<file path="src/rtl/pba_pkg.sv">
package pba_pkg;

    typedef enum logic [1:0] {
        ST_IDLE = 2'd0,
        ST_WAIT = 2'd1,
        ST_SLIP = 2'd2,
        ST_DONE = 2'd3
    } pba_state_e;

endpackage

</file>
<file path="src/rtl/pba_stab_timer.sv">
module pba_stab_timer #(
    parameter int CYCLES = 64
) (
    input  logic clk,
    input  logic rst_n,
    input  logic run,
    output logic expired
);
    localparam int CNT_W = $clog2(CYCLES + 1);

    logic [CNT_W-1:0] cnt_d, cnt_q;

    always_comb begin
        cnt_d = run ? cnt_q + CNT_W'(1) : '0;
    end

    always_ff @(posedge clk) begin
        if (!rst_n) cnt_q <= '0;
        else        cnt_q <= cnt_d;
    end

    assign expired = run && (cnt_q == CNT_W'(CYCLES - 1));
endmodule

</file>
<file path="src/rtl/pba_slip_seq.sv">
module pba_slip_seq #(
    parameter int GAP_CYCLES = 2
) (
    input  logic clk,
    input  logic rst_n,
    input  logic fire,
    output logic pulse,
    output logic finished
);
    localparam int SEQ_LEN = 4 + GAP_CYCLES;
    localparam int CNT_W   = $clog2(SEQ_LEN + 1);

    typedef struct packed {
        logic             active;
        logic [CNT_W-1:0] cnt;
    } seq_t;

    seq_t seq_d, seq_q;

    always_comb begin
        seq_d = seq_q;
        if (seq_q.active) begin
            if (seq_q.cnt == CNT_W'(SEQ_LEN - 1)) begin
                seq_d.active = 1'b0;
                seq_d.cnt    = '0;
            end else begin
                seq_d.cnt = seq_q.cnt + CNT_W'(1);
            end
        end else if (fire) begin
            seq_d.active = 1'b1;
            seq_d.cnt    = '0;
        end
    end

    always_ff @(posedge clk) begin
        if (!rst_n) seq_q <= '0;
        else        seq_q <= seq_d;
    end

    assign pulse    = seq_q.active && ((seq_q.cnt == CNT_W'(0)) || (seq_q.cnt == CNT_W'(2)));
    assign finished = seq_q.active && (seq_q.cnt == CNT_W'(SEQ_LEN - 1));
endmodule

</file>
<file path="src/rtl/pba_pair_check.sv">
module pba_pair_check #(
    parameter int PAIRS = 5
) (
    input  logic [2*PAIRS-1:0] word,
    output logic               slave_zero,
    output logic               dup
);
    logic [PAIRS-1:0] hit;

    assign hit[0] = 1'b0;

    generate
        for (genvar k = 1; k < PAIRS; k++) begin : g_pair
            assign hit[k] = (word[2*k +: 2] == word[1:0]);
        end
    endgenerate

    assign slave_zero = (word[1:0] == 2'b00);
    assign dup        = !slave_zero && (|hit);
endmodule

</file>
<file path="src/rtl/pba_aligner.sv">
module pba_aligner
    import pba_pkg::*;
#(
    parameter int PAIRS       = 5,
    parameter int STAB_CYCLES = 64,
    parameter int GAP_CYCLES  = 2
) (
    input  logic               clk,
    input  logic               rst_n,
    input  logic               start,
    input  logic [2*PAIRS-1:0] rx_word,
    output logic               master_slip,
    output logic               slave_slip,
    output logic               done
);
    localparam int CW = $clog2(PAIRS + 1);

    typedef struct packed {
        pba_state_e    state;
        logic          both;
        logic [CW-1:0] samples;
        logic [CW-1:0] mslips;
    } ctl_t;

    ctl_t ctl_d, ctl_q;
    logic fire;
    logic expired;
    logic seq_pulse;
    logic seq_finished;
    logic slave_zero;
    logic dup;

    pba_stab_timer #(.CYCLES(STAB_CYCLES)) u_timer (
        .clk     (clk),
        .rst_n   (rst_n),
        .run     (ctl_q.state == ST_WAIT),
        .expired (expired)
    );

    pba_slip_seq #(.GAP_CYCLES(GAP_CYCLES)) u_seq (
        .clk      (clk),
        .rst_n    (rst_n),
        .fire     (fire),
        .pulse    (seq_pulse),
        .finished (seq_finished)
    );

    pba_pair_check #(.PAIRS(PAIRS)) u_pairs (
        .word       (rx_word),
        .slave_zero (slave_zero),
        .dup        (dup)
    );

    always_comb begin
        ctl_d = ctl_q;
        fire  = 1'b0;
        unique case (ctl_q.state)
            ST_IDLE: begin
                if (start) begin
                    ctl_d.state   = ST_WAIT;
                    ctl_d.both    = 1'b1;
                    ctl_d.samples = '0;
                    ctl_d.mslips  = '0;
                end
            end
            ST_WAIT: begin
                if (expired) begin
                    if (ctl_q.both && slave_zero) begin
                        if (ctl_q.samples == CW'(PAIRS - 1)) begin
                            ctl_d.state = ST_DONE;
                        end else begin
                            ctl_d.samples = ctl_q.samples + CW'(1);
                            ctl_d.state   = ST_SLIP;
                            fire          = 1'b1;
                        end
                    end else if (dup && (ctl_q.mslips < CW'(PAIRS))) begin
                        ctl_d.both   = 1'b0;
                        ctl_d.mslips = ctl_q.mslips + CW'(1);
                        ctl_d.state  = ST_SLIP;
                        fire         = 1'b1;
                    end else begin
                        ctl_d.state = ST_DONE;
                    end
                end
            end
            ST_SLIP: begin
                if (seq_finished) ctl_d.state = ST_WAIT;
            end
            ST_DONE: begin
                ctl_d.state = ST_DONE;
            end
            default: ctl_d.state = ST_IDLE;
        endcase
    end

    always_ff @(posedge clk) begin
        if (!rst_n) begin
            ctl_q.state   <= ST_IDLE;
            ctl_q.both    <= 1'b1;
            ctl_q.samples <= '0;
            ctl_q.mslips  <= '0;
        end else begin
            ctl_q <= ctl_d;
        end
    end

    assign master_slip = seq_pulse;
    assign slave_slip  = seq_pulse && ctl_q.both;
    assign done        = (ctl_q.state == ST_DONE);
endmodule

</file>
<file path="config.mk">
export PLATFORM = sky130hd
export DESIGN_NAME = pba_aligner
export DESIGN_NICKNAME = d
export VERILOG_FILES = /design/src/rtl/pba_pkg.sv /design/src/rtl/pba_stab_timer.sv /design/src/rtl/pba_slip_seq.sv /design/src/rtl/pba_pair_check.sv /design/src/rtl/pba_aligner.sv
export SDC_FILE = /design/constraint.sdc
export NUM_CORES = 1
export LEC_CHECK = 0
export CAP_MARGIN = 0
export CORE_MARGIN = 2
export CORE_UTILIZATION = 47
export DETAILED_ROUTE_END_ITERATION = 16
export GPL_ROUTABILITY_DRIVEN = 0
export PLACE_DENSITY = 0.82
export SYNTH_ARGS = -nofsm -noshare
export SYNTH_HDL_FRONTEND = slang
export SYNTH_SLANG_ARGS = --single-unit
export TNS_END_PERCENT = 30
</file>
<file path="constraint.sdc">
create_clock -name clk -period 1.52 [get_ports clk]
set_clock_uncertainty 0.05 [all_clocks]
set_input_delay 0.304 -clock clk [delete_from_list [all_inputs] [get_ports clk]]
set_output_delay 0.304 -clock clk [all_outputs]
set_load 0.05 [all_outputs]
</file>
=== Word level (Yosys, flattened, before mapping) ===
Cells that the tools add are included.
W data, S select, Z words.

* Bits in registers: 20
* Input port bits: 13
* Output and inout bits: 3
* Logic and storage cells: 72

* $add $sub $neg: 4
* Magnitude comparators: 1
* Equality and inequality tests: 18
* Muxes and demuxes: 23
* Reduce and logical (&&, ||, !) cells: 19

{| class="wikitable"
|+ Operators by type and width
! operator !! number
|-
| $mux W9 || 2
|-
| $mux W3 || 5
|-
| $ne A2 B2 Y1 const B || 7
|-
| $pmux W7 S2 || 1
|-
| $mux W1 || 11
|-
| $reduce_and A5 Y1 || 2
|-
| $add A3 B1 Y3 const B || 3
|-
| $eq A2 B2 Y1 || 4
|-
| $mux W4 || 2
|-
| $pmux W2 S4 || 1
|-
| $add A7 B1 Y7 const B || 1
|-
| $eq A7 B6 Y1 const B || 1
|-
| $logic_and A1 B1 Y1 || 7
|-
| $eq A3 B3 Y1 const B || 2
|-
| $eq A2 B2 Y1 const B || 2
|-
| $logic_not A2 Y1 || 2
|-
| $reduce_bool A2 Y1 || 2
|-
| $reduce_or A4 Y1 || 1
|-
| $eq A3 B2 Y1 const B || 1
|-
| $logic_not A3 Y1 || 1
|-
| $lt A3 B3 Y1 const B || 1
|-
| $reduce_and A3 Y1 || 1
|-
| $eq A2 B1 Y1 const B || 1
|-
| $mux W2 || 1
|-
| 3 further kinds || 3
|}

=== Longest topological paths before layout ===
Gate-level depths: netlist of run 1.

* Depth after elaboration: 10
* Depth in mapped cells: 6
* Gate-level depth less buffers: 6

=== By module ===
Synthesis of run 1 repeated with hierarchy kept, for this count alone.

* Cell total of the unflattened synthesis: 121
* Area, all modules: 1103.6 µm²

{| class="wikitable"
|+ By module, submodules not included
! module !! instances !! cells each !! area an instance (µm²) !! sequential area each (µm²)
|-
| pba_aligner || 1 || 59 || 514.2 || 180.2
|-
| pba_stab_timer || 1 || 29 || 274.0 || 140.1
|-
| pba_slip_seq || 1 || 19 || 198.9 || 80.1
|-
| pba_pair_check || 1 || 14 || 116.4 || 0.0
|}

=== Least setup slack after synthesis of run 1 ===
No wires, ideal clock.

* Kind: register to output
* Start: register u_seq.seq_q[0] (netlist name)
* End: output slave_slip
* Arrival time: 1565 ps
* Data required time: 1166 ps
* Path slack: -399 ps
* Cell stages (with the launch flop): 3
* Path buffers: 0
* Cell sequence: dfxtp_1 nand2b_1 nor3_1

* Longest elaborated chain between the ends: 4
* Elaborated cells on any way between the ends: 5
* Classes of those cells: 1 x eq/ne; 4 x reduce/logical

{| class="wikitable"
|+ Ends and longest elaborated chain
! item !! line !! text
|-
| from (decl) || pba_slip_seq.sv:18 || <nowiki>seq_t seq_d, seq_q;</nowiki>
|-
| from (signal assigned) || pba_slip_seq.sv:37 || <nowiki>else seq_q <= seq_d;</nowiki>
|-
| $eq A3 B2 Y1 / $logic_not A3 Y1 (equally long branches) || pba_slip_seq.sv:40 || <nowiki>assign pulse = seq_q.active && ((seq_q.cnt == CNT_W'(0)) || (seq_q.cnt == CNT_W'(2)));</nowiki>
|-
| $logic_or A1 B1 Y1 (*) || pba_slip_seq.sv:40 ||
|-
| $logic_and A1 B1 Y1 (*) || pba_slip_seq.sv:40 ||
|-
| $logic_and A1 B1 Y1 (*) || pba_aligner.sv:108 || <nowiki>assign slave_slip = seq_pulse && ctl_q.both;</nowiki>
|-
| to (decl) || pba_aligner.sv:13 || <nowiki>output logic slave_slip,</nowiki>
|}

Every way passes the cells marked *; elsewhere a longest branch is shown, timed or not.

=== Final worst setup path of run 1 ===
* Start: register u_timer.cnt_q[0]
* End: register ctl_q[0] (netlist name)

* Longest elaborated chain between the ends: 4

{| class="wikitable"
|+ Ends and longest elaborated chain
! item !! line !! text
|-
| from (decl) || pba_stab_timer.sv:11 || <nowiki>logic [CNT_W-1:0] cnt_d, cnt_q;</nowiki>
|-
| from (signal assigned) || pba_stab_timer.sv:19 || <nowiki>else cnt_q <= cnt_d;</nowiki>
|-
| $eq A7 B6 Y1 || pba_stab_timer.sv:22 || <nowiki>assign expired = run && (cnt_q == CNT_W'(CYCLES - 1));</nowiki>
|-
| $logic_and A1 B1 Y1 || pba_stab_timer.sv:22 ||
|-
| $ne A2 B2 Y1 (no source line) || -- ||
|-
| $reduce_and A5 Y1 (no source line) || -- ||
|-
| to (signal assigned) || pba_aligner.sv:103 || <nowiki>ctl_q <= ctl_d;</nowiki>
|-
| to (decl) || pba_aligner.sv:25 || <nowiki>ctl_t ctl_d, ctl_q;</nowiki>
|}

No other way between the ends.
A chain may end at the register's enable or synchronous reset.

==> flow_summary.json, run 1 <==
{
  "die_height_um": 51.3,
  "num_antenna_cells": 0,
  "post_synth_fa_ha_maj_area_fraction": 0.0475,
  "synth-xor-area-share": 0.108,
  "power_leakage_nw": 0.655,
  "sequential_fraction_of_the_synthesis_area": 0.380,
  "totalWireLength_um": 3210,
  "worst_margin_slew_ns": 0.443,
  "hold_violations": 0,
  "instances_no_fill": 201,
  "yosys_register_bits": 20,
  "clock_latency_ns": 0.32,
  "drc_errors": 0,
  "dp_slack_ns": -0.647,
  "crit_path_max_incr_delay_ns": 0.37,
  "run_status": "complete, but fails checks",
  "drt_pass1_iterations": 4,
  "initial_drt_markers": 16,
  "cts_tree": "yes",
  "drt_antenna_net_count": 0,
  "core-area_mm2": 0.00217,
  "detailroute.via_count": 1111,
  "fillCellCount": 147,
  "start_util": 0.486,
  "ctsHoldBuffers": 0,
  "max_slew_margin": 0.704,
  "synth-simple-area-share": 0.232,
  "post_synth_num_cell_types": 32,
  "pwr_density_cell_mw_per_mm2": 704,
  "worst_setup_path_start_kind": "flip-flop",
  "cp_cell_sequence": "ha_4 > nand4_1 > nor3_2 > nand2_2 > or3_1 > a21oi_2",
  "postSynthCellCount": 127,
  "worst_ep_required_time_ns": 1.73,
  "multi_input_comb_area_um2": 734,
  "synth_top_family_by_area": "simple AND/OR/NAND/NOR gates",
  "dp_hpwl_um": 1970,
  "drive_above_1_share": 0.364,
  "critical_path.slowest_cell": "sky130_fd_sc_hd__dfxtp_2",
  "synth_compound_gate_area_share": 0.167,
  "post_drt_via_cell_ratio": 5.53,
  "rows": 17,
  "global_route.usage.total": 0.237,
  "timing.final.setup_violations": 12,
  "worstPathMaxFanout": 6,
  "violations": "negative setup slack",
  "worst_path_clk_slew_ns": 0.12,
  "post-route-min-period_ns": 1.68,
  "h_tree_levels": 1,
  "mappedNetlistNets": 144,
  "post_synth_instance_area_mm2": 0.00105,
  "slew_violations": 0,
  "cts-buffers-inserted": 3,
  "die-width_um": 51.3,
  "fin_tns_setup_ns": -0.925,
  "yosys_warnings": 0,
  "worstHoldPathType": "flip-flop to flip-flop",
  "numPlacedInstances": 190,
  "placement.io_buffers": 15,
  "first_global_vias": 1129,
  "area_delta_synth_final_pct": 57.2,
  "clockBufferDepth": 2,
  "wire_per_inst_um": 16.0,
  "number_of_max_cap_violations": 0,
  "cts_sinks": 20,
  "worstSetupPathType": "flip-flop to flip-flop",
  "maximum_number_of_pins_on_one_net_before_global_route_repair": 13,
  "die_footprint_mm2": 0.00264,
  "postSynthAreaPerCell_um2": 8.30,
  "cts_root_buf": "sky130_fd_sc_hd__clkbuf_4",
  "first_pass_grt_wire_length_um": 4620,
  "nNetsFinal": 191,
  "maxClockFrequency_ghz": 0.594,
  "final_min_period_over_clock_period": 1.11,
  "cp-end-kind": "flip-flop",
  "worst_ir_drop_vdd_mv": 0.576,
  "register_area_um2": 408,
  "worst_slack_ns": -0.164,
  "synth.mux.area_fraction": 0.0190,
  "timing.critical_path.arrival_ns": 1.90,
  "rsz_0062_raised_after_global_routing": "true",
  "design.portCount": 16,
  "grt_antenna_before_repair": 0,
  "total_global_routing_overflow": 0,
  "report.power.total_w": 0.00117
}
power breakdown:
group | switching (W) | leakage, nW | internal, W
Clock | 0.000174 | 0.0279 | 0.000267
Combinational | 0.0000885 | 0.462 | 0.0000983
Sequential | 0.00000728 | 0.164 | 0.000531
Total | 0.000270 | 0.655 | 0.000896
critical path: cells and delay by family (launching register included):
kind / cells / cell delay [ns]
AOI/OAI and AO/OA: 1 / 0.12
adders and majority gates: 1 / 0.14
DFF: 1 / 0.37
and+or+nand+nor: 4 / 0.95
routing by layer:
layer / wire length, um / GRT usage / vias up
li1: - / - / 535
met1: 1220 / 0.248 / 536
met2: 1760 / 0.431 / 30
met3: 111 / 0.0439 / 10
met4: 116 / 0.149 / 0
met5: 0 / 0 / -
path summary, 6_finish.rpt:
check,start,end,slack (ns),cells past startpoint
min reg2reg,u_timer.cnt_q[5],u_timer.cnt_q[5],0.47,2
min,u_timer.cnt_q[5],u_timer.cnt_q[5],0.47,2
max,u_timer.cnt_q[0],ctl_q[0],-0.16,6
max reg2reg,u_timer.cnt_q[0],ctl_q[0],-0.16,6
repair_timing:
item | in CTS | in global routing
endpoints found under the setup margin | 14 | 16
buffers inserted | 4 | 3
gates resized for setup | 19 | 13
pin swaps | 7 | 7
cells in the final DEF, fill, tap and decap left out, types with 2 or more instances in the layout:
cell type and n:
sky130_fd_sc_hd__o22ai_2 2, sky130_fd_sc_hd__o21ai_0 9, sky130_fd_sc_hd__nand4b_1 2, sky130_fd_sc_hd__ha_1 2
sky130_fd_sc_hd__a21oi_2 3, sky130_fd_sc_hd__nand3_1 4, sky130_fd_sc_hd__a21oi_1 6, sky130_fd_sc_hd__xor2_1 11
sky130_fd_sc_hd__nand2_1 13, sky130_fd_sc_hd__o21ai_1 2, sky130_fd_sc_hd__mux2i_1 2, sky130_fd_sc_hd__nand4_1 2
sky130_fd_sc_hd__dlygate4sd2_1 4, sky130_fd_sc_hd__buf_12 3, sky130_fd_sc_hd__inv_1 7, sky130_fd_sc_hd__or3_1 4
sky130_fd_sc_hd__and3_1 2, sky130_fd_sc_hd__clkdlybuf4s50_1 8, sky130_fd_sc_hd__nand2b_4 2, sky130_fd_sc_hd__dfxtp_1 14
sky130_fd_sc_hd__clkbuf_4 3, sky130_fd_sc_hd__xnor2_1 2, sky130_fd_sc_hd__dfxtp_2 6, sky130_fd_sc_hd__nor2_1 9
sky130_fd_sc_hd__buf_4 30
through the flow:
stage,utilization,hold slack [ns],instance area [um^2]
2_1_floorplan,-,0.368,1070
5_1_grt,0.764,0.478,1660
6_report,0.764,0.468,1660
3_3_place_gp,0.662,0.406,1440
3_5_place_dp,0.662,0.428,1440
4_1_cts,0.722,0.445,1570
cell families (layout without fill, tap and decap cells):
group | Yosys count | after routing
fa+ha+maj | 4 | 4
simple gates | 49 | 49
buf+inv | 10 | 56
mux | 2 | 2
compound gates | 29 | 29
xor+xnor | 13 | 13
flops | 20 | 20
layout make-up:
| class | instances | share of cell area |
|---|---|---|
| tap | 28 | 0.0211 |
| clock inverter | 1 | 0.0181 |
| timing repair buffer | 45 | 0.242 |
| sequential | 20 | 0.246 |
| multi-input combinational | 97 | 0.443 |
| clock buffer | 3 | 0.0136 |
| inverter | 7 | 0.0159 |
flip-flops by register name, summed over array words and instances (netlist names):
| signal | count |
|---|---|
| u_timer.cnt_q | 7 |
| u_seq.seq_q | 4 |
| ctl_q | 9 |
Yosys cell counts:
master,n,area (um^2)
sky130_fd_sc_hd__mux2i_1,2,20.0
sky130_fd_sc_hd__xor2_1,11,96.3
sky130_fd_sc_hd__nand3_1,5,25.0
sky130_fd_sc_hd__nand3b_1,1,7.51
sky130_fd_sc_hd__nor2b_1,1,6.26
sky130_fd_sc_hd__nand2_1,14,52.6
sky130_fd_sc_hd__nand4b_1,2,17.5
sky130_fd_sc_hd__o221ai_2,1,15.0
sky130_fd_sc_hd__ha_1,4,50.1
sky130_fd_sc_hd__o22ai_1,3,18.8
sky130_fd_sc_hd__a2111oi_2,1,15.0
sky130_fd_sc_hd__or2_2,1,6.26
sky130_fd_sc_hd__xnor2_1,2,17.5
sky130_fd_sc_hd__buf_6,1,11.3
sky130_fd_sc_hd__nand2b_1,3,18.8
sky130_fd_sc_hd__nor2_1,10,37.5
sky130_fd_sc_hd__a21oi_1,9,45.0
sky130_fd_sc_hd__inv_1,7,26.3
sky130_fd_sc_hd__buf_4,1,7.51
sky130_fd_sc_hd__o211ai_1,1,7.51
sky130_fd_sc_hd__a31oi_1,1,6.26
sky130_fd_sc_hd__nand4_1,2,12.5
sky130_fd_sc_hd__nor3_1,2,10.0
sky130_fd_sc_hd__nor4_1,1,6.26
sky130_fd_sc_hd__clkbuf_1,1,3.75
sky130_fd_sc_hd__o21ai_1,1,5.00
sky130_fd_sc_hd__o32ai_1,1,8.76
sky130_fd_sc_hd__dfxtp_1,20,400
sky130_fd_sc_hd__o21ai_0,11,55.1
sky130_fd_sc_hd__or3_1,4,25.0
sky130_fd_sc_hd__and2_1,1,6.26
sky130_fd_sc_hd__and3_1,2,12.5
(Power assumes the default switching activity.)
==> run 2, diff against run 1 <==
- ABC_AREA: unset -> 1
- PLACE_DENSITY: 0.82 -> 0.81
==> flow_summary.json, run 2 <==
{
  "cts-buffers-inserted": 3,
  "first_global_vias": 1078,
  "timing.final.setup_violations": 2,
  "h_tree_levels": 1,
  "global_route.usage.total": 0.205,
  "worstSetupPathType": "flip-flop to flip-flop",
  "post-route-min-period_ns": 1.54,
  "placement.io_buffers": 15,
  "drive_above_1_share": 0.218,
  "maximum_number_of_pins_on_one_net_before_global_route_repair": 13,
  "drt_pass1_iterations": 4,
  "number_of_max_cap_violations": 0,
  "postSynthAreaPerCell_um2": 6.31,
  "synth.largest_area_cell": "sky130_fd_sc_hd__dfxtp_1",
  "worst_hold_path.num_cells": 2,
  "worst_r2r_path_depth": 11,
  "cts_sinks": 20,
  "worst_ep_required_time_ns": 1.67,
  "instances_no_fill": 239,
  "final_core_util": 0.694,
  "worst_margin_slew_ns": 0.243,
  "post-synth-top-count-cell": "sky130_fd_sc_hd__nand2_1",
  "yosys_register_bits": 20,
  "drt_antenna_net_count": 0,
  "worst_path_clk_slew_ns": 0.11,
  "max_flop_register": "ctl_q",
  "drc_errors": 0,
  "synth_top_cells_by_count": "sky130_fd_sc_hd__nand2_1 (56), sky130_fd_sc_hd__inv_1 (30), sky130_fd_sc_hd__dfxtp_1 (20)",
  "postSynthCellCount": 176,
  "synth_largest_type_area_fraction": 0.360,
  "numPlacedInstances": 230,
  "cp-end-kind": "flip-flop",
  "clock_latency_ns": 0.31,
  "totalWireLength_um": 2570,
  "grt_antenna_before_repair": 0,
  "worst_setup_path_start_kind": "flip-flop",
  "async_reset_ff_frac": 0,
  "crit_path_frequent_cell": "sky130_fd_sc_hd__nand2_2",
  "die_height_um": 52.6,
  "synth_flop_cell": "sky130_fd_sc_hd__dfxtp_1",
  "crit_path_max_incr_delay_ns": 0.37,
  "die-width_um": 52.6,
  "top_regs": "ctl_q x9, u_timer.cnt_q x7, u_seq.seq_q x4",
  "core-area_mm2": 0.00223,
  "worst_slack_ns": -0.0153,
  "max_slew_margin": 0.837,
  "first_pass_grt_wire_length_um": 4220,
  "rsz_0062_raised_after_global_routing": "true",
  "timing.critical_path.arrival_ns": 1.69,
  "post_synth_num_cell_types": 18,
  "timing.critical_path.depth": 11,
  "clockBufferDepth": 2,
  "violations": "negative setup slack",
  "cts_tree": "yes",
  "yosys_warnings": 0,
  "design.portCount": 16,
  "worstHoldPathType": "flip-flop to flip-flop",
  "detailroute.via_count": 1158,
  "timing.critical_path.buf_inv": 2,
  "area_delta_synth_final_pct": 39.4,
  "sequential_fraction_of_the_synthesis_area": 0.360,
  "pwr_density_cell_mw_per_mm2": 868,
  "power_leakage_nw": 0.742,
  "most_common_library_cell_in_the_layout_ignoring_fill_and_taps": "sky130_fd_sc_hd__nand2_1",
  "slew_violations": 0,
  "critical_path.slowest_cell": "sky130_fd_sc_hd__dfxtp_2",
  "mappedNetlistNets": 193,
  "final_min_period_over_clock_period": 1.01,
  "initial_drt_markers": 18,
  "run_status": "complete, but fails checks",
  "nNetsFinal": 229,
  "worstPathMaxFanout": 4,
  "dp_hpwl_um": 1920,
  "layout_common_cells": "sky130_fd_sc_hd__nand2_1 (53), sky130_fd_sc_hd__inv_1 (28), sky130_fd_sc_hd__dfxtp_1 (16), sky130_fd_sc_hd__buf_4 (16)",
  "fillCellCount": 181,
  "yosys-top-cells-area": "sky130_fd_sc_hd__dfxtp_1 (36%), sky130_fd_sc_hd__nand2_1 (19%), sky130_fd_sc_hd__inv_1 (10%), sky130_fd_sc_hd__a21oi_1 (6.8%), sky130_fd_sc_hd__nor2_1 (5.4%)",
  "num_antenna_cells": 0,
  "rows": 17,
  "start_util": 0.497,
  "cts_root_buf": "sky130_fd_sc_hd__clkbuf_4",
  "post_synth_instance_area_mm2": 0.00111,
  "die_footprint_mm2": 0.00277,
  "cp_cell_sequence": "ha_4 > nand2_2 > inv_2 > nand3_2 > nor3_2 > nand2_1 > nand2_2 > nand2_2 > buf_4 > nand2_1 > a21oi_1",
  "maxClockFrequency_ghz": 0.651,
  "hold_violations": 0,
  "timing.critical_path.max_delay_family": "simple AND/OR/NAND/NOR gates",
  "total_global_routing_overflow": 0,
  "post_drt_via_cell_ratio": 4.85,
  "worst_ir_drop_vdd_mv": 0.720,
  "largest_reg_flops": 9,
  "post_synth_edffs": 0,
  "wire_per_inst_um": 10.8
}
-- run 2: cell count changes after synthesis, sizes merged, moves of 3 or more --
cell / before / now
inv: 7 / 33
nand2: 14 / 59
a21oi: 9 / 15
nor2: 10 / 17
or3: 4 / 0
nand2b: 3 / 0
o22ai: 3 / 0
xor2: 11 / 1
nor3: 2 / 5
-- run 2: cells by family (layout without fill, tap and decap cells) --
family                     count (synthesis)  count (layout)  share of synthesized area
xor gates and xnor gates                   1               1                    0.00788
AOI/OAI and AO/OA                         27              27                      0.127
adders and majority gates                  4               4                     0.0450
buffers and inverters                     33              68                      0.111
and+or+nand+nor                           91              91                      0.348
DFF                                       20              20                      0.360
-- run 2: final timing paths --
path / startpoint / to / slack [ns]
setup / recovery: u_timer.cnt_q[0] / ctl_q[2] / -0.02
hold / removal: ctl_q[5] / ctl_q[5] / 0.42
setup reg to reg: u_timer.cnt_q[0] / ctl_q[2] / -0.02
hold reg to reg: ctl_q[5] / ctl_q[5] / 0.42
-- run 2: through the flow --
stage,hold WS (ns),instance area (um^2),setup slack [ns],setup TNS [ns],power (W)
after floorplan,0.368,1120,0.0254,0,0.000769
after global placement,0.395,1410,-0.288,-2.75,0.000878
after detailed placement,0.404,1410,-0.366,-3.54,0.000894
after CTS,0.421,1510,-0.0655,-0.271,0.00134
after global routing,0.455,1550,-0.0922,-0.526,0.00142
final,0.419,1550,-0.0153,-0.0190,0.00134
-- run 2: per-layer routing --
| metal | global-route usage | share of wire | vias to the layer above |
|---|---|---|---|
| li1 | - | - | 622 |
| met1 | 0.209 | 0.43 | 518 |
| met2 | 0.413 | 0.53 | 16 |
| met3 | 0.0600 | 0.032 | 2 |
| met4 | 0.0256 | 0.0082 | 0 |
| met5 | 0 | 0 | - |
-- run 2: repair_timing --
| item | in CTS | in global routing |
|---|---|---|
| setup buffers | 2 | 3 |
| pin swaps | 7 | 6 |
| hold buffers | 0 | 0 |
| setup endpoints to repair | 12 | 12 |
| resized for setup | 17 | 3 |
| hold endpoints to repair | 0 | 0 |
-- run 2: area by class of cell --
cell class	count	area, um^2	share of cell area
Multi-Input combinational cell	123	634	0.410
Sequential cell	20	405	0.262
Timing Repair Buffer	31	298	0.192
Inverter	33	124	0.0800
Tap cell	28	35.0	0.0226
Clock inverter	1	30.0	0.0194
Clock buffer	3	22.5	0.0145
-- run 2: report_power, final --
part	leakage (nW)	switching (W)	internal [W]
sequential	0.164	0.0000284	0.000557
combinational	0.550	0.000182	0.000143
clock	0.0279	0.000167	0.000267
total	0.742	0.000377	0.000966
-- run 2: worst reg2reg max path, stage by stage (launching register included) --
cell	delay, ns
sky130_fd_sc_hd__dfxtp_2	0.37
sky130_fd_sc_hd__ha_4	0.14
sky130_fd_sc_hd__nand2_2	0.04
sky130_fd_sc_hd__inv_2	0.06
sky130_fd_sc_hd__nand3_2	0.07
sky130_fd_sc_hd__nor3_2	0.14
sky130_fd_sc_hd__nand2_1	0.11
sky130_fd_sc_hd__nand2_2	0.12
sky130_fd_sc_hd__nand2_2	0.08
sky130_fd_sc_hd__buf_4	0.14
sky130_fd_sc_hd__nand2_1	0.05
sky130_fd_sc_hd__a21oi_1	0.06
==> run 3, diff against run 2 <==
- TNS_END_PERCENT: 30 -> 5
==> flow_summary.json, run 3 (same netlist as run 2, synthesis figures left out) <==
{
  "numPlacedInstances": 230,
  "p_seq_frac": 0.436,
  "totalWireLength_um": 2570,
  "clock_latency_ns": 0.31,
  "max_flop_register": "ctl_q",
  "hold_violations": 0,
  "layout_common_cells": "sky130_fd_sc_hd__nand2_1 (53), sky130_fd_sc_hd__inv_1 (28), sky130_fd_sc_hd__dfxtp_1 (16), sky130_fd_sc_hd__buf_4 (16)",
  "cts_sinks": 20,
  "die_footprint_mm2": 0.00277,
  "worstHoldPathType": "flip-flop to flip-flop",
  "worst_slack_ns": -0.0153,
  "die_height_um": 52.6,
  "worstSetupPathType": "flip-flop to flip-flop",
  "worst_r2r_path_depth": 11,
  "max_slew_margin": 0.837,
  "r2r_setup_slack_ns": -0.02,
  "detailroute.via_count": 1158,
  "drt_pass1_iterations": 4,
  "placement.io_buffers": 15,
  "critPathLaunch": "u_timer.cnt_q[0]",
  "rsz_0062_raised_after_global_routing": "true",
  "drt_antenna_net_count": 0,
  "fillCellCount": 181,
  "maxClockFrequency_ghz": 0.651,
  "violations": "negative setup slack",
  "grt_antenna_before_repair": 0,
  "worst_path_clk_slew_ns": 0.11,
  "die-width_um": 52.6,
  "cp-end-kind": "flip-flop",
  "worst_ir_drop_vdd_mv": 0.720,
  "final_min_period_over_clock_period": 1.01,
  "dp_hpwl_um": 1920,
  "number_of_max_cap_violations": 0,
  "crit_path_max_incr_delay_ns": 0.37,
  "worst_setup_path_start_kind": "flip-flop",
  "post-route-min-period_ns": 1.54,
  "power.internal_w": 0.000966,
  "wire_per_inst_um": 10.8,
  "timing.final.setup_violations": 2,
  "first_global_vias": 1078,
  "critical_path.slowest_cell": "sky130_fd_sc_hd__dfxtp_2",
  "top_regs": "ctl_q x9, u_timer.cnt_q x7, u_seq.seq_q x4",
  "regToRegStartpoint": "u_timer.cnt_q[0]",
  "final_cell_area_mm2": 0.00155,
  "clockBufferDepth": 2,
  "instances_no_fill": 239,
  "clockPowerShare": 0.323,
  "timing.critical_path.arrival_ns": 1.69,
  "sw_frac_of_total": 0.281,
  "rows": 17,
  "nNetsFinal": 229,
  "cts_root_buf": "sky130_fd_sc_hd__clkbuf_4",
  "initial_drt_markers": 18,
  "fin_tns_setup_ns": -0.0190,
  "largest_reg_flops": 9,
  "crit_path_frequent_cell": "sky130_fd_sc_hd__nand2_2",
  "core-area_mm2": 0.00223,
  "cts_tree": "yes",
  "switching_power_w": 0.000377,
  "cp_cell_sequence": "ha_4 > nand2_2 > inv_2 > nand3_2 > nor3_2 > nand2_1 > nand2_2 > nand2_2 > buf_4 > nand2_1 > a21oi_1",
  "cts-buffers-inserted": 3,
  "design.portCount": 16,
  "worst_ep_required_time_ns": 1.67,
  "total_global_routing_overflow": 0,
  "start_util": 0.497,
  "run_status": "complete, but fails checks",
  "most_common_library_cell_in_the_layout_ignoring_fill_and_taps": "sky130_fd_sc_hd__nand2_1",
  "power_leakage_nw": 0.742,
  "worst_r2r_endpoint": "ctl_q[2]",
  "first_pass_grt_wire_length_um": 4220,
  "global_route.usage.total": 0.205,
  "post_drt_via_cell_ratio": 4.85,
  "pwr_density_cell_mw_per_mm2": 868,
  "timing.hold.ws_ns": 0.419,
  "num_antenna_cells": 0,
  "h_tree_levels": 1,
  "worst_margin_slew_ns": 0.243,
  "power.combinational.fraction": 0.242,
  "slew_violations": 0,
  "cp-endpoint": "ctl_q[2]",
  "placement.cell_area_mm2": 0.00141,
  "drc_errors": 0,
  "maximum_number_of_pins_on_one_net_before_global_route_repair": 13,
  "drive_above_1_share": 0.218,
  "area_delta_synth_final_pct": 39.4,
  "worstPathMaxFanout": 4
}
==> run 3: worst max-delay path: cells and delay by family, from the launching register on <==
| family | cells | cell delay [ns] |
|---|---|---|
| and+or+nand+nor | 7 | 0.61 |
| DFF | 1 | 0.37 |
| buffers and inverters | 2 | 0.20 |
| adders and majority gates | 1 | 0.14 |
| AOI/OAI and AO/OA | 1 | 0.06 |
==> run 3: worst min path at each step <==
stage | start | end | slack (ns) | cells past startpoint
4_1_cts | ctl_q[5] | ctl_q[5] | 0.42 | 2
6_report | ctl_q[5] | ctl_q[5] | 0.42 | 2
2_1_floorplan | u_timer.cnt_q[0] | u_timer.cnt_q[0] | 0.37 | 1
5_1_grt | ctl_q[5] | ctl_q[5] | 0.46 | 2
3_3_place_gp | ctl_q[5] | ctl_q[5] | 0.39 | 2
3_5_place_dp | ctl_q[5] | ctl_q[5] | 0.40 | 2
==> run 3: area by class of cell <==
type                    count  area [um^2]  share of cell area
clock inverters             1         30.0              0.0194
well taps                  28         35.0              0.0226
inverters                  33          124              0.0800
repair buffers             31          298               0.192
clock buffers               3         22.5              0.0145
multi-input cells         123          634               0.410
flip-flops and latches     20          405               0.262
==> run 3: timing repair <==
action                                  in CTS  in global routing
buffers inserted                             2                  3
endpoints found under the setup margin      12                 12
gates resized for setup                     17                  3
hold buffers                                 0                  0
pin swaps                                    7                  6
==> run 3: layer usage <==
| layer | vias up | track usage | share of wire |
|---|---|---|---|
| met5 | - | 0 | 0 |
| li1 | 622 | - | - |
| met1 | 518 | 0.209 | 0.43 |
| met4 | 0 | 0.0256 | 0.0082 |
| met3 | 2 | 0.0600 | 0.032 |
| met2 | 16 | 0.413 | 0.53 |
==> run 3: power groups by stage <==
| stage | clock (W) | sequential (W) | combinational (W) |
|---|---|---|---|
| after floorplan | 0 | 0.000588 | 0.000181 |
| after global placement | 0 | 0.000590 | 0.000287 |
| after detailed placement | 0 | 0.000594 | 0.000300 |
| after CTS | 0.000442 | 0.000582 | 0.000311 |
| after global routing | 0.000466 | 0.000589 | 0.000359 |
| final | 0.000433 | 0.000585 | 0.000325 |
==> run 3: metrics by stage <==
step | power [W] | setup slack (ns) | util
floorplan | 0.000769 | 0.0254 | -
global placement | 0.000878 | -0.288 | 0.633
detailed placement | 0.000894 | -0.366 | 0.633
CTS | 0.00134 | -0.0655 | 0.677
global route | 0.00142 | -0.0922 | 0.694
finish | 0.00134 | -0.0153 | 0.694
